### src/rtl/ceu_pkg.sv
package ceu_pkg;
    localparam int FLAG_W  = 4;
    localparam int COND_W  = 4;
    localparam int CLASS_W = 3;
    localparam int FN = 3;
    localparam int FZ = 2;
    localparam int FC = 1;
    localparam int FV = 0;

    typedef enum logic [COND_W-1:0] {
        CC_EQ  = 4'h0, CC_NE = 4'h1, CC_HS = 4'h2, CC_LO = 4'h3,
        CC_MI  = 4'h4, CC_PL = 4'h5, CC_VS = 4'h6, CC_VC = 4'h7,
        CC_HI  = 4'h8, CC_LS = 4'h9, CC_GE = 4'hA, CC_LT = 4'hB,
        CC_GT  = 4'hC, CC_LE = 4'hD, CC_AL = 4'hE, CC_ALT = 4'hF
    } cond_e;

    typedef enum logic [CLASS_W-1:0] {
        CLS_ALWAYS   = 3'd0,
        CLS_EQUAL    = 3'd1,
        CLS_FLAG     = 3'd2,
        CLS_UNSIGNED = 3'd3,
        CLS_SIGNED   = 3'd4,
        CLS_ALTSPACE = 3'd5
    } class_e;

    typedef enum logic [1:0] {
        FS_CLEAR = 2'd0,
        FS_HOLD  = 2'd1,
        FS_LOAD  = 2'd2
    } fstep_e;
endpackage

### src/rtl/ceu_cond_eval.sv
module ceu_cond_eval
    import ceu_pkg::*;
(
    input  logic [COND_W-1:0]  cond_i,
    input  logic [FLAG_W-1:0]  flags_i,
    output logic               pass_o,
    output logic               is_alt_o,
    output logic [CLASS_W-1:0] class_o
);
    logic n, z, c, v, nv_eq;
    cond_e  code;
    class_e cls;

    assign n     = flags_i[FN];
    assign z     = flags_i[FZ];
    assign c     = flags_i[FC];
    assign v     = flags_i[FV];
    assign nv_eq = (n == v);
    assign code  = cond_e'(cond_i);

    always_comb begin
        pass_o   = 1'b0;
        is_alt_o = 1'b0;
        cls      = CLS_ALWAYS;
        unique case (code)
            CC_EQ:  begin pass_o = z;             cls = CLS_EQUAL;    end
            CC_NE:  begin pass_o = !z;            cls = CLS_EQUAL;    end
            CC_HS:  begin pass_o = c;             cls = CLS_FLAG;     end
            CC_LO:  begin pass_o = !c;            cls = CLS_FLAG;     end
            CC_MI:  begin pass_o = n;             cls = CLS_FLAG;     end
            CC_PL:  begin pass_o = !n;            cls = CLS_FLAG;     end
            CC_VS:  begin pass_o = v;             cls = CLS_FLAG;     end
            CC_VC:  begin pass_o = !v;            cls = CLS_FLAG;     end
            CC_HI:  begin pass_o = c && !z;       cls = CLS_UNSIGNED; end
            CC_LS:  begin pass_o = !c || z;       cls = CLS_UNSIGNED; end
            CC_GE:  begin pass_o = nv_eq;         cls = CLS_SIGNED;   end
            CC_LT:  begin pass_o = !nv_eq;        cls = CLS_SIGNED;   end
            CC_GT:  begin pass_o = !z && nv_eq;   cls = CLS_SIGNED;   end
            CC_LE:  begin pass_o = z || !nv_eq;   cls = CLS_SIGNED;   end
            CC_AL:  begin pass_o = 1'b1;          cls = CLS_ALWAYS;   end
            CC_ALT: begin pass_o = 1'b1; is_alt_o = 1'b1; cls = CLS_ALTSPACE; end
            default: begin pass_o = 1'b0;         cls = CLS_ALWAYS;   end
        endcase
    end

    assign class_o = cls;


    always_comb begin
        if (cond_i == 4'hE)
            always_pass_chk: assert (pass_o == 1'b1);
    end
endmodule

### src/rtl/ceu_decide.sv
module ceu_decide (
    input  logic clk,
    input  logic rst,
    input  logic start_i,
    input  logic pass_i,
    input  logic is_alt_i,
    input  logic legacy_i,
    output logic exec_o,
    output logic squash_o,
    output logic alt_o,
    output logic undef_o
);
    logic alt_hit, undef_hit;

    assign alt_hit   = is_alt_i && !legacy_i;
    assign undef_hit = is_alt_i && legacy_i;

    always_comb begin
        exec_o   = 1'b0;
        squash_o = 1'b0;
        alt_o    = 1'b0;
        undef_o  = 1'b0;
        if (start_i) begin
            alt_o    = alt_hit;
            undef_o  = undef_hit;
            exec_o   = pass_i && !undef_hit;
            squash_o = !(pass_i && !undef_hit);
        end
    end


    decision_onehot_chk: assert property (@(posedge clk) disable iff (rst)
        start_i |-> ($countones({exec_o, squash_o}) == 1));


    idle_quiet_chk: assert property (@(posedge clk) disable iff (rst)
        !start_i |-> !(exec_o || squash_o || alt_o || undef_o));


    alt_exec_chk: assert property (@(posedge clk) disable iff (rst)
        (start_i && is_alt_i && !legacy_i) |-> (alt_o && exec_o && !undef_o));


    legacy_undef_chk: assert property (@(posedge clk) disable iff (rst)
        (start_i && is_alt_i && legacy_i) |-> (undef_o && squash_o && !alt_o && !exec_o));
endmodule

### src/rtl/ceu_flag_reg.sv
module ceu_flag_reg
    import ceu_pkg::*;
(
    input  logic              clk,
    input  logic              rst,
    input  logic              load_i,
    input  logic [FLAG_W-1:0] flag_i,
    output logic [FLAG_W-1:0] flags_o
);
    fstep_e step;
    logic [FLAG_W-1:0] flags_q, flags_d;

    always_comb begin
        if (rst)         step = FS_CLEAR;
        else if (load_i) step = FS_LOAD;
        else             step = FS_HOLD;
    end

    always_comb begin
        flags_d = flags_q;
        unique case (step)
            FS_CLEAR: flags_d = '0;
            FS_LOAD:  flags_d = flag_i;
            FS_HOLD:  flags_d = flags_q;
            default:  flags_d = flags_q;
        endcase
    end

    always_ff @(posedge clk) begin
        flags_q <= flags_d;
    end

    assign flags_o = flags_q;


    reset_clear_chk: assert property (@(posedge clk)
        rst |=> (flags_o == '0));
endmodule

### src/rtl/cond_exec_unit.sv
module cond_exec_unit
    import ceu_pkg::*;
(
    input  logic               clk,
    input  logic               rst,
    input  logic               legacy_mode,
    input  logic               instr_valid,
    input  logic               exec_start,
    input  logic [COND_W-1:0]  cond_code,
    input  logic               flag_wr,
    input  logic [FLAG_W-1:0]  flag_in,
    output logic               exec_go,
    output logic               squash,
    output logic               alt_space,
    output logic               undef_code,
    output logic [CLASS_W-1:0] cond_class,
    output logic [FLAG_W-1:0]  flags_out
);
    logic start, pass, is_alt, load;
    logic [FLAG_W-1:0] flags;

    assign start = instr_valid && exec_start;

    ceu_cond_eval u_eval (
        .cond_i   (cond_code),
        .flags_i  (flags),
        .pass_o   (pass),
        .is_alt_o (is_alt),
        .class_o  (cond_class)
    );

    ceu_decide u_decide (
        .clk      (clk),
        .rst      (rst),
        .start_i  (start),
        .pass_i   (pass),
        .is_alt_i (is_alt),
        .legacy_i (legacy_mode),
        .exec_o   (exec_go),
        .squash_o (squash),
        .alt_o    (alt_space),
        .undef_o  (undef_code)
    );

    assign load = exec_go && flag_wr;

    ceu_flag_reg u_flags (
        .clk     (clk),
        .rst     (rst),
        .load_i  (load),
        .flag_i  (flag_in),
        .flags_o (flags)
    );

    assign flags_out = flags;


    flag_load_chk: assert property (@(posedge clk) disable iff (rst)
        (exec_go && flag_wr) |=> (flags_out == $past(flag_in)));


    flag_hold_chk: assert property (@(posedge clk) disable iff (rst)
        !(exec_go && flag_wr) |=> $stable(flags_out));
endmodule

### config.mk
export PLATFORM = sky130hd
export DESIGN_NAME = cond_exec_unit
export DESIGN_NICKNAME = d
export VERILOG_FILES = /design/src/rtl/ceu_pkg.sv /design/src/rtl/ceu_cond_eval.sv /design/src/rtl/ceu_decide.sv /design/src/rtl/ceu_flag_reg.sv /design/src/rtl/cond_exec_unit.sv
export SDC_FILE = /design/constraint.sdc
export NUM_CORES = 1
export LEC_CHECK = 0
export ABC_AREA = 1
export CAP_MARGIN = 20
export CORE_AREA = 5 5 42 44
export CTS_BUF_LIST = sky130_fd_sc_hd__clkbuf_8
export DETAILED_ROUTE_END_ITERATION = 6
export DIE_AREA = 0 0 47 49
export DONT_BUFFER_PORTS = 1
export HOLD_SLACK_MARGIN = 0.08
export SLEW_MARGIN = 20
export SYNTH_ARGS = -nofsm -noshare
export SYNTH_HDL_FRONTEND = slang
export SYNTH_SLANG_ARGS = --single-unit
### constraint.sdc
create_clock -name clk -period 1.9 [get_ports clk]
set_clock_uncertainty 0.15 [all_clocks]
set_input_delay 0.285 -clock clk [delete_from_list [all_inputs] [get_ports clk]]
set_output_delay 0.285 -clock clk [all_outputs]
set_load 0.02 [all_outputs]
# Word level (Yosys, flattened, before mapping)
# Cells that the tools add are included.
# word_totals
word_cells	53
output_inout_bits	11
mem_bits_rw	0
regBits	4
in_bits	14
memories	0
latch_bits	0
romBits	0
# classes
div_mod_pow	0
add_sub_neg	0
mul	0
n_reduce_logical	25
order_cmp	0
n_shift	0
muxes	10
bitwise	0
eq_ne	17
# op_table
operator	count
$eq A4 B4 Y1 const B	8
$pmux W3 S6	1
$eq A4 B3 Y1 const B	4
$pmux W1 S15	1
$eq A4 B2 Y1 const B	2
$logic_not A1 Y1	8
$pmux W4 S2	1
$logic_and A1 B1 Y1	7
$reduce_or A2 Y1	3
$reduce_or A6 Y1	1
$mux W1	5
$eq A4 B1 Y1 const B	1
$logic_not A4 Y1	1
$mux W2	2
$reduce_or A4 Y1	1
$eq A2 B2 Y1 const B	1
$logic_not A2 Y1	1
$logic_or A1 B1 Y1	2
$reduce_bool A2 Y1	1
$eq A1 B1 Y1	1

# Longest topological paths before layout
# Gate-level depths: netlist (run 1).
# depth
ltp_word	11
mapped_depth	11
mapped_depth_nobuf	11

# By module
# A second synthesis (run 1) with hierarchy kept.
# unflattened
hier_cells	83
area_unflattened_um2	489.2
# modules_own_cells
module	instances	area_each_um2	seq_area_each_um2	cells_per_inst
ceu_cond_eval	1	267.8	0.0	56
ceu_flag_reg	1	166.4	120.1	15
ceu_decide	1	40.0	0.0	8
cond_exec_unit	1	15.0	0.0	4

# Worst setup path after synthesis (run 1)
# No wires, ideal clock.
# synth_path
kind	register to output
start	register u_flags.flags_q[0], in the netlist u_flags.flags_o[0]
end	output squash
path_stages_with_launch	9
n_path_buf	0
slack_ns	0.046
arrival_ns	1.419
required_ns	1.465
cell_sequence	edfxtp_1 -> inv_1 -> nand2_1 -> nand2_1 -> nand2_1 -> o21ai_1 -> nor2_2 -> nand3_4 -> a21oi_1
# synth_via
elab_chain_cells	7
word_cells_on_any_way	9
# synth_rtl
element	line	rtl
from (decl)	ceu_flag_reg.sv:11	logic [FLAG_W-1:0] flags_q, flags_d;
from (signal assigned)	ceu_flag_reg.sv:30	flags_q <= flags_d;
$eq A1 B1 Y1	ceu_cond_eval.sv:18	assign nv_eq = (n == v);
$logic_not A1 Y1	ceu_cond_eval.sv:37, ceu_cond_eval.sv:39	
$logic_or A1 B1 Y1	ceu_cond_eval.sv:39	CC_LE: begin pass_o = z || !nv_eq; cls = CLS_SIGNED; end
$pmux W1 S15 *	ceu_cond_eval.sv:25	unique case (code)
$logic_and A1 B1 Y1 *	ceu_decide.sv:27	squash_o = !(pass_i && !undef_hit);
$logic_not A1 Y1 *	ceu_decide.sv:27	
$mux W1 *	ceu_decide.sv:23	if (start_i) begin
to (decl)	cond_exec_unit.sv:13	output logic squash,
# Mark *: on every way between the ends. The rest lies on a longest branch, timed or not.

# Final worst setup path (run 1)
# layout_path
start	register u_flags.flags_q[3], in the netlist u_flags.flags_o[3]
end	output exec_go
# layout_via
elab_chain_cells	6
word_cells_on_any_way	8
# layout_rtl
element	line	rtl
$eq A1 B1 Y1	ceu_cond_eval.sv:18	
$logic_not A1 Y1	ceu_cond_eval.sv:37, ceu_cond_eval.sv:39	
$logic_or A1 B1 Y1	ceu_cond_eval.sv:39	
$pmux W1 S15 *	ceu_cond_eval.sv:25	
$logic_and A1 B1 Y1 *	ceu_decide.sv:26	exec_o = pass_i && !undef_hit;
$mux W1 *	ceu_decide.sv:23	
to (decl)	cond_exec_unit.sv:12	output logic exec_go,
# Marked as above.

==> results.json, run 1 <==
{
  "fin_nets": 114,
  "synth_top_area_share_pct": 22.59,
  "critPathLaunch": "u_flags.flags_o[3]$_SDFFCE_PP0P_",
  "die_area_sq_mm": 0.002303,
  "antenna_found_initial": 0,
  "worstSetupStartpointType": "flop",
  "syn_avg_cell_area_sq_um": 6.256,
  "use_met1_pct": 10.94,
  "busiest_layer": "met2",
  "cts_tree": "done",
  "overflow": 0,
  "detail_route.wl_per_cell_um": 10.75,
  "worst_slew_pin_slew_ns": 0.4875,
  "synthToLayoutAreaGrowth_pct": 26.82,
  "synth-seq-cells": 4,
  "rsz0062_at_grt": "yes",
  "met2_usage_pct": 20.81,
  "critPathKind": "flop to output pin",
  "drive_above_1_share_pct": 30.61,
  "p_per_area_mw_per_mm2": 579.9,
  "final_cell_area_sq_um": 674.4,
  "synth_area_leaders": "edfxtp_1 (23%), nand2_1 (16%), inv_1 (11%)",
  "largest_register_ffs": 4,
  "die_w_um": 47,
  "worstPathRequired_ns": 1.46,
  "yosysWarnings": 0,
  "end_kind": "output pin",
  "clock_latency_ns": 0.21,
  "drc": 0,
  "crit_fanout": 4,
  "min_period_ns": 1.917,
  "synth_edf_count": 4,
  "r2r_setup_slack_ns": 0.15,
  "place_congestion": 0.8215,
  "reg2reg_from": "u_flags.flags_o[3]$_SDFFCE_PP0P_",
  "vdd_drop_max_uv": 407.6,
  "grt_util_all_layers_pct": 11.68,
  "hp-start": "rst",
  "maxSlewViolCount": 0,
  "num_antenna_cells": 0,
  "utilization_pct": 48.13,
  "synth_common_cells": "nand2_1 (23), inv_1 (15), nor2_1 (10)",
  "clkTransAtPathRegs_ns": 0.03,
  "grt_use_met3_pct": 3.690,
  "run_status": "finished with violations",
  "critical_path_arrival_ns": 1.48,
  "ant_nets": 0,
  "numCtsBuffers": 3,
  "cts.sinks": 4,
  "holdCritPathClass": "input pin to flop",
  "synth_seq_area_share_pct": 22.59,
  "grt_max_degree": 11,
  "r2r_cells": 10,
  "pin_count": 25,
  "core_area_sq_mm": 0.001401,
  "fp-row-count": 14,
  "setup_viol": 1,
  "synth.largest_area_cell": "edfxtp_1",
  "cap_violations": 0,
  "wirelength_um": 1226,
  "cts-root-buf": "clkbuf_8",
  "drt_iter0_drc": 7,
  "netlist_instances": 85,
  "holdPathEnd": "u_flags.flags_o[2]$_SDFFCE_PP0P_",
  "async_flop_share_pct": 0,
  "reg2reg_to": "u_flags.flags_o[3]$_SDFFCE_PP0P_",
  "grt_pass1_vias": 539,
  "htreeDepth": 1,
  "netlist_area_sq_um": 531.8,
  "clock_path_buffers": 2,
  "yosys.cell_count.top_type": "nand2_1",
  "hold_viol_final": 0,
  "io_buffers": 0,
  "min_delay_path_depth": 1,
  "dp_hpwl_um": 997.8,
  "syn_nets": 99,
  "slew_headroom_pct": 67.98,
  "start_util_pct": 37.95,
  "fp.dieH_um": 49,
  "violations": "setup timing",
  "ys_types": 22,
  "dr.pass1.iters": 4,
  "grt_first_pass_wirelength_um": 2028,
  "fmax_mhz": 521.8,
  "vias_per_cell": 4.991,
  "placed_cell_area_sq_um": 600.6,
  "setup_ws_ns": -0.01652,
  "cts_hold_buf": 0,
  "synth_flop_cell": "edfxtp_1",
  "p_leak_nw": 0.3439,
  "vias": 569,
  "period_share_pct": 100.9
}
-- critical path, cell delays in order, from the launching register on --
cell      delay [ns]
edfxtp_1        0.42
inv_2           0.08
nand2_1         0.07
nand2_1         0.08
nand2_1         0.06
nand2_1         0.05
nand2_1         0.04
nand2_1         0.07
inv_2           0.04
nand3_4         0.06
nand2_1         0.05
nor2_1          0.08
buf_4           0.15
-- per-layer routing --
layer  share of wire [%]  routed length [um]
met1                  35                 430
met5                   0                   0
met3                 5.5                  67
met2                  57                 704
met4                 2.0                  25
-- report_power, final --
group,total [W],internal (W),switching [W]
sequential,0.000107,0.000103,0.00000396
clock,0.000175,0.000135,0.0000402
combinational,0.000109,0.0000432,0.0000663
total,0.000391,0.000281,0.000110
-- how the worst max path moves through the flow --
| stage | endpoint | cells after the start | slack, ns |
|---|---|---|---|
| after CTS | exec_go | 12 | -0.02 |
| after global placement | squash | 8 | 0.18 |
| after detailed placement | squash | 8 | 0.17 |
| final | exec_go | 12 | -0.02 |
| after global routing | exec_go | 12 | -0.14 |
| after floorplan | squash | 8 | 0.05 |
-- metrics by stage --
stage | hold slack (ns) | setup TNS, ns | setup WS [ns] | std cells | power, W
3_3_place_gp | 0.3249 | 0 | 0.1805 | 108 | 0.0002063
6_report | 0.1043 | -0.01652 | -0.01652 | 114 | 0.0003911
5_1_grt | 0.09716 | -0.2648 | -0.1413 | 114 | 0.0004152
2_1_floorplan | 0.3242 | 0 | 0.04599 | 85 | 0.0001901
3_5_place_dp | 0.3266 | 0 | 0.1732 | 108 | 0.0002073
4_1_cts | 0.09959 | -0.04283 | -0.02460 | 113 | 0.0003929
-- cell usage in the layout (no fill, tap or decap), drive strengths merged --
master,count
a21oi,2
buf,12
clkbuf,3
clkinv,1
edfxtp,4
inv,18
nand2,24
nand3,10
nand4,1
nor2,11
nor3,7
o211ai,1
o21ai,2
o22ai,1
xor2,1
-- cell type report --
cell class | count | area, sq um
Clock buffer | 3 | 41.29
Tap cell | 16 | 20.02
Multi-Input combinational cell | 60 | 327.8
Timing Repair Buffer | 12 | 93.84
Fill cell | 142 | 726.9
Sequential cell | 4 | 120.1
Inverter | 19 | 71.32
-- timing repair --
| item | CTS | global route |
|---|---|---|
| buffers inserted | 2 | 1 |
| gates resized for setup | 0 | 4 |
| endpoints found under the setup margin | 2 | 10 |
| pin swaps | 1 | 0 |
-- cells by family (layout without fill, tap and decap cells) --
| logic type | Yosys count | after routing | share of synthesized area (%) |
|---|---|---|---|
| compound gates | 6 | 6 | 7.058 |
| xor+xnor | 1 | 1 | 1.647 |
| buf+inv | 21 | 34 | 16.94 |
| flops | 4 | 4 | 22.59 |
| simple gates | 53 | 53 | 51.77 |
(Power assumes the default switching activity.)
==> run 2: changes to the inputs <==
--- a/config.mk
+++ b/config.mk
@@ -14,4 +14,5 @@
 export DONT_BUFFER_PORTS = 1
 export HOLD_SLACK_MARGIN = 0.08
+export SETUP_SLACK_MARGIN = 0.15
 export SLEW_MARGIN = 20
 export SYNTH_ARGS = -nofsm -noshare
==> constraint.sdc (replaced) <==
create_clock -name clk -period 1.9 [get_ports clk]
set_clock_uncertainty 0.15 [all_clocks]
set_input_delay 0.095 -clock clk [delete_from_list [all_inputs] [get_ports clk]]
set_output_delay 0.095 -clock clk [all_outputs]
set_load 0.02 [all_outputs]
==> results.json, run 2 (synthesis results as in run 1) <==
{
  "maxSlewViolCount": 0,
  "fin_nets": 117,
  "clkTransAtPathRegs_ns": 0.03,
  "vias_per_cell": 4.991,
  "critPathKind": "flop to output pin",
  "vias": 584,
  "rsz0062_at_grt": "yes",
  "grt_pass1_vias": 535,
  "core_area_sq_mm": 0.001401,
  "run_status": "completed",
  "worstSetupEndpoint": "squash",
  "cts.sinks": 4,
  "grt_util_all_layers_pct": 13.06,
  "worst_slew_pin_slew_ns": 0.6421,
  "die_w_um": 47,
  "setup_viol": 0,
  "dr.pass1.iters": 3,
  "num_antenna_cells": 0,
  "critical_path_arrival_ns": 1.58,
  "final_common_cell": "nand2_1",
  "cts_tree": "done",
  "numCtsBuffers": 3,
  "worstPathRequired_ns": 1.65,
  "fp-row-count": 14,
  "place_congestion": 0.8234,
  "worstSetupStartpointType": "flop",
  "r2r_setup_slack_ns": 0.16,
  "wirelength_um": 1453,
  "drc": 0,
  "critPathLaunch": "u_flags.flags_o[0]$_SDFFCE_PP0P_",
  "antenna_found_initial": 0,
  "r2r_cells": 9,
  "fp.dieH_um": 49,
  "min_period_ns": 1.824,
  "end_kind": "output pin",
  "start_util_pct": 37.95,
  "drive_above_1_share_pct": 32.67,
  "hold_viol_final": 0,
  "drt_iter0_drc": 7,
  "p_per_area_mw_per_mm2": 543.7,
  "fmax_mhz": 548.2,
  "htreeDepth": 1,
  "slew_headroom_pct": 56.86,
  "reg2reg_to": "u_flags.flags_o[2]$_SDFFCE_PP0P_",
  "final_cell_mix": "nand2_1 (18), inv_1 (13), nor2_1 (10)",
  "p_leak_nw": 0.3665,
  "detail_route.wl_per_cell_um": 12.42,
  "cap_violations": 0,
  "total_power_w": 0.0004115,
  "period_share_pct": 96.01,
  "die_area_sq_mm": 0.002303,
  "ant_nets": 0,
  "io_buffers": 0,
  "largest_register_ffs": 4,
  "cts-root-buf": "clkbuf_8",
  "vdd_drop_max_uv": 338.1,
  "synthToLayoutAreaGrowth_pct": 42.35,
  "final_cell_area_sq_um": 757.0,
  "holdCritPathClass": "input pin to output pin",
  "grt_first_pass_wirelength_um": 2208,
  "pin_count": 25,
  "overflow": 0,
  "clock_path_buffers": 2,
  "clock_latency_ns": 0.22,
  "crit_fanout": 4,
  "dp_hpwl_um": 1079,
  "reg2reg_from": "u_flags.flags_o[0]$_SDFFCE_PP0P_",
  "placed_cell_area_sq_um": 580.6,
  "grt_max_degree": 11
}
## run 2: cell types whose count changed in the layout (fill, tap and decap cells not counted), sizes merged
cell | previous run | this run
buf | 12 | 9
dlygate4sd3 | 0 | 6
## run 2: cell type report
type | instances | area, sq um
multi-input combinational | 60 | 360.3
fill | 144 | 644.4
timing repair buffer | 15 | 143.9
inverter | 19 | 71.32
tap | 16 | 20.02
clock buffer | 3 | 41.29
sequential | 4 | 120.1
## run 2: power breakdown
part           switching (W)  internal (W)  total, W
Sequential        0.00000467      0.000103  0.000107
Combinational      0.0000766     0.0000501  0.000127
Clock              0.0000426      0.000135  0.000177
Total               0.000124      0.000288  0.000412
## run 2: worst min path at each step
stage,start,endpoint,cells after the start
detailed placement,legacy_mode,alt_space,1
global route,legacy_mode,alt_space,1
CTS,legacy_mode,alt_space,1
global placement,legacy_mode,alt_space,1
finish,legacy_mode,alt_space,1
floorplan,legacy_mode,alt_space,1
## run 2: critical path, stage by stage (launching register included)
cell and delay (ns):
edfxtp_1 0.44, nand2_2 0.11, nand2_2 0.07, nand2_1 0.08
o21ai_2 0.06, nor2_2 0.17, nand3_4 0.12, a21oi_4 0.17
buf_6 0.13
## run 2: per-layer routing
layer / track usage (%) / vias to the layer above / wire (um)
li1: - / 297 / -
met3: 1.845 / 5 / 68
met2: 25.11 / 13 / 859
met5: 0 / - / 0
met1: 11.95 / 269 / 478
met4: 6.912 / 0 / 47
## run 2: timing repair
| action | 4_1_cts | 5_1_grt |
|---|---|---|
| setup buffers | 1 | 2 |
| setup endpoints to repair | 6 | 6 |
| hold buffers | 6 | 0 |
| resized for setup | 4 | 8 |
| hold endpoints to repair | 8 | 0 |
| pin swaps | 1 | 5 |
## run 2: through the flow
step / TNS (ns) / instances / utilization [%] / setup slack, ns / hold WS [ns]
floorplan: 0 / 85 / - / 0.1609 / 0.1287
CTS: 0 / 115 / 50.00 / 0.1051 / 0.1362
finish: 0 / 117 / 54.02 / 0.07583 / 0.1344
global placement: 0 / 105 / 41.43 / 0.1780 / 0.1343
detailed placement: 0 / 105 / 41.43 / 0.1362 / 0.1362
global route: -0.05686 / 117 / 54.02 / -0.03392 / 0.1360
==> run 3: changes to the inputs <==
- SETUP_SLACK_MARGIN: 0.15 -> 0.4
==> results.json, run 3 (synthesis results as in run 1) <==
{
  "fmax_mhz": 570.5,
  "fin_setup_tns_ns": 0,
  "grt_pass1_vias": 585,
  "critical_path_arrival_ns": 1.51,
  "cap_violations": 0,
  "setup_viol": 0,
  "wirelength_um": 1399,
  "multiInputGateArea_sq_um": 350.3,
  "vias_per_cell": 4.790,
  "use_met1_pct": 12.64,
  "final_common_cell": "nand2_1",
  "setup_ws_ns": 0.1471,
  "grt_first_pass_wirelength_um": 2373,
  "fp.dieH_um": 49,
  "period_share_pct": 92.26,
  "antenna_found_initial": 0,
  "clock_path_buffers": 2,
  "rsz0062_at_grt": "yes",
  "cts_tree": "done",
  "die_w_um": 47,
  "synthToLayoutAreaGrowth_pct": 43.06,
  "grt_max_degree": 11,
  "ant_nets": 0,
  "io_buffers": 0,
  "dp_hpwl_um": 999.5,
  "cts.sinks": 4,
  "grt_util_all_layers_pct": 13.84,
  "min_period_ns": 1.753,
  "drive_above_1_share_pct": 33.01,
  "final_cell_mix": "nand2_1 (18), inv_1 (14), nor2_1 (9), nand3_1 (9), buf_4 (7)",
  "largest_register_ffs": 4,
  "detail_route.wl_per_cell_um": 11.76,
  "dpl.cell_count": 104,
  "run_status": "completed",
  "clock_latency_ns": 0.22,
  "utilization_pct": 54.29,
  "detailedPlace.worstSlack_ns": 0.1770,
  "numCtsBuffers": 3,
  "hold_viol_final": 0,
  "dr.pass1.iters": 4,
  "vdd_drop_max_uv": 349.9,
  "worstPathRequired_ns": 1.65,
  "drt_iter0_drc": 3,
  "start_util_pct": 37.95,
  "grt_use_met3_pct": 1.845,
  "cts-root-buf": "clkbuf_8",
  "clkTransAtPathRegs_ns": 0.03,
  "slew_headroom_pct": 56.66,
  "overflow": 0,
  "place_congestion": 0.8138,
  "fp-row-count": 14,
  "num_antenna_cells": 0,
  "stdcell_count": 119,
  "pin_count": 25,
  "met2_usage_pct": 26.92,
  "die_area_sq_mm": 0.002303,
  "nFillCells": 150,
  "critPathKind": "flop to output pin",
  "vias": 570,
  "holdCritPathClass": "input pin to output pin",
  "regArea_sq_um": 120.1,
  "crit_fanout": 4,
  "maxSlewViolCount": 0,
  "worstSetupStartpointType": "flop",
  "total_power_w": 0.0004104,
  "p_leak_nw": 0.3690,
  "core_area_sq_mm": 0.001401,
  "htreeDepth": 1,
  "fin_nets": 119,
  "worst_slew_pin_slew_ns": 0.6433,
  "busiest_layer": "met2",
  "drc": 0,
  "p_per_area_mw_per_mm2": 539.4,
  "end_kind": "output pin"
}
-- run 3: final timing paths --
check | cells past startpoint | startpoint | slack [ns] | end
setup reg to reg | 11 | u_flags.flags_o[3]$_SDFFCE_PP0P_ | 0.17 | u_flags.flags_o[0]$_SDFFCE_PP0P_
hold / removal | 1 | legacy_mode | 0.13 | alt_space
setup / recovery | 10 | u_flags.flags_o[3]$_SDFFCE_PP0P_ | 0.15 | squash
hold reg to reg | 7 | u_flags.flags_o[2]$_SDFFCE_PP0P_ | 0.96 | u_flags.flags_o[2]$_SDFFCE_PP0P_
-- run 3: area by class of cell --
| class | count | area share (%) |
|---|---|---|
| clock buffer | 3 | 5.428 |
| inverter | 19 | 9.375 |
| tap | 16 | 2.632 |
| multi-input combinational | 60 | 46.05 |
| sequential | 4 | 15.79 |
| timing repair buffer | 17 | 20.72 |
-- run 3: metrics by stage --
stage | hold WS, ns | area (sq um)
6_report | 0.1326 | 760.7
5_1_grt | 0.1387 | 760.7
3_3_place_gp | 0.1346 | 585.6
2_1_floorplan | 0.1287 | 546.8
4_1_cts | 0.1337 | 748.2
3_5_place_dp | 0.1338 | 585.6
-- run 3: repair_timing --
item                       CTS  global route
buffers inserted             5             1
gates resized for setup      7             3
pin swaps                    4             3
hold buffers                 6             0
hold endpoints to repair     8             0
setup endpoints to repair   10            10
-- run 3: where the power goes --
part	total, W	internal (W)	leakage (nW)	switching [W]
Clock	0.000178	0.000135	0.0216	0.0000434
Combinational	0.000125	0.0000500	0.306	0.0000749
Sequential	0.000107	0.000103	0.0419	0.00000446
Total	0.000410	0.000288	0.369	0.000123
-- run 3: worst max-delay path, cell delays in order, from the launching register on --
cell	delay, ns
edfxtp_1	0.44
inv_2	0.10
nand2_2	0.06
nand2_2	0.09
nand2_2	0.05
nand3_1	0.06
nand2_1	0.06
inv_2	0.06
nand3_4	0.09
a21oi_2	0.13
buf_4	0.15
-- run 3: metal layers --
| metal | share of wire (%) | wire length [um] |
|---|---|---|
| met3 | 3.4 | 48 |
| met1 | 33 | 463 |
| met4 | 2.1 | 30 |
| met5 | 0 | 0 |
| met2 | 61 | 857 |
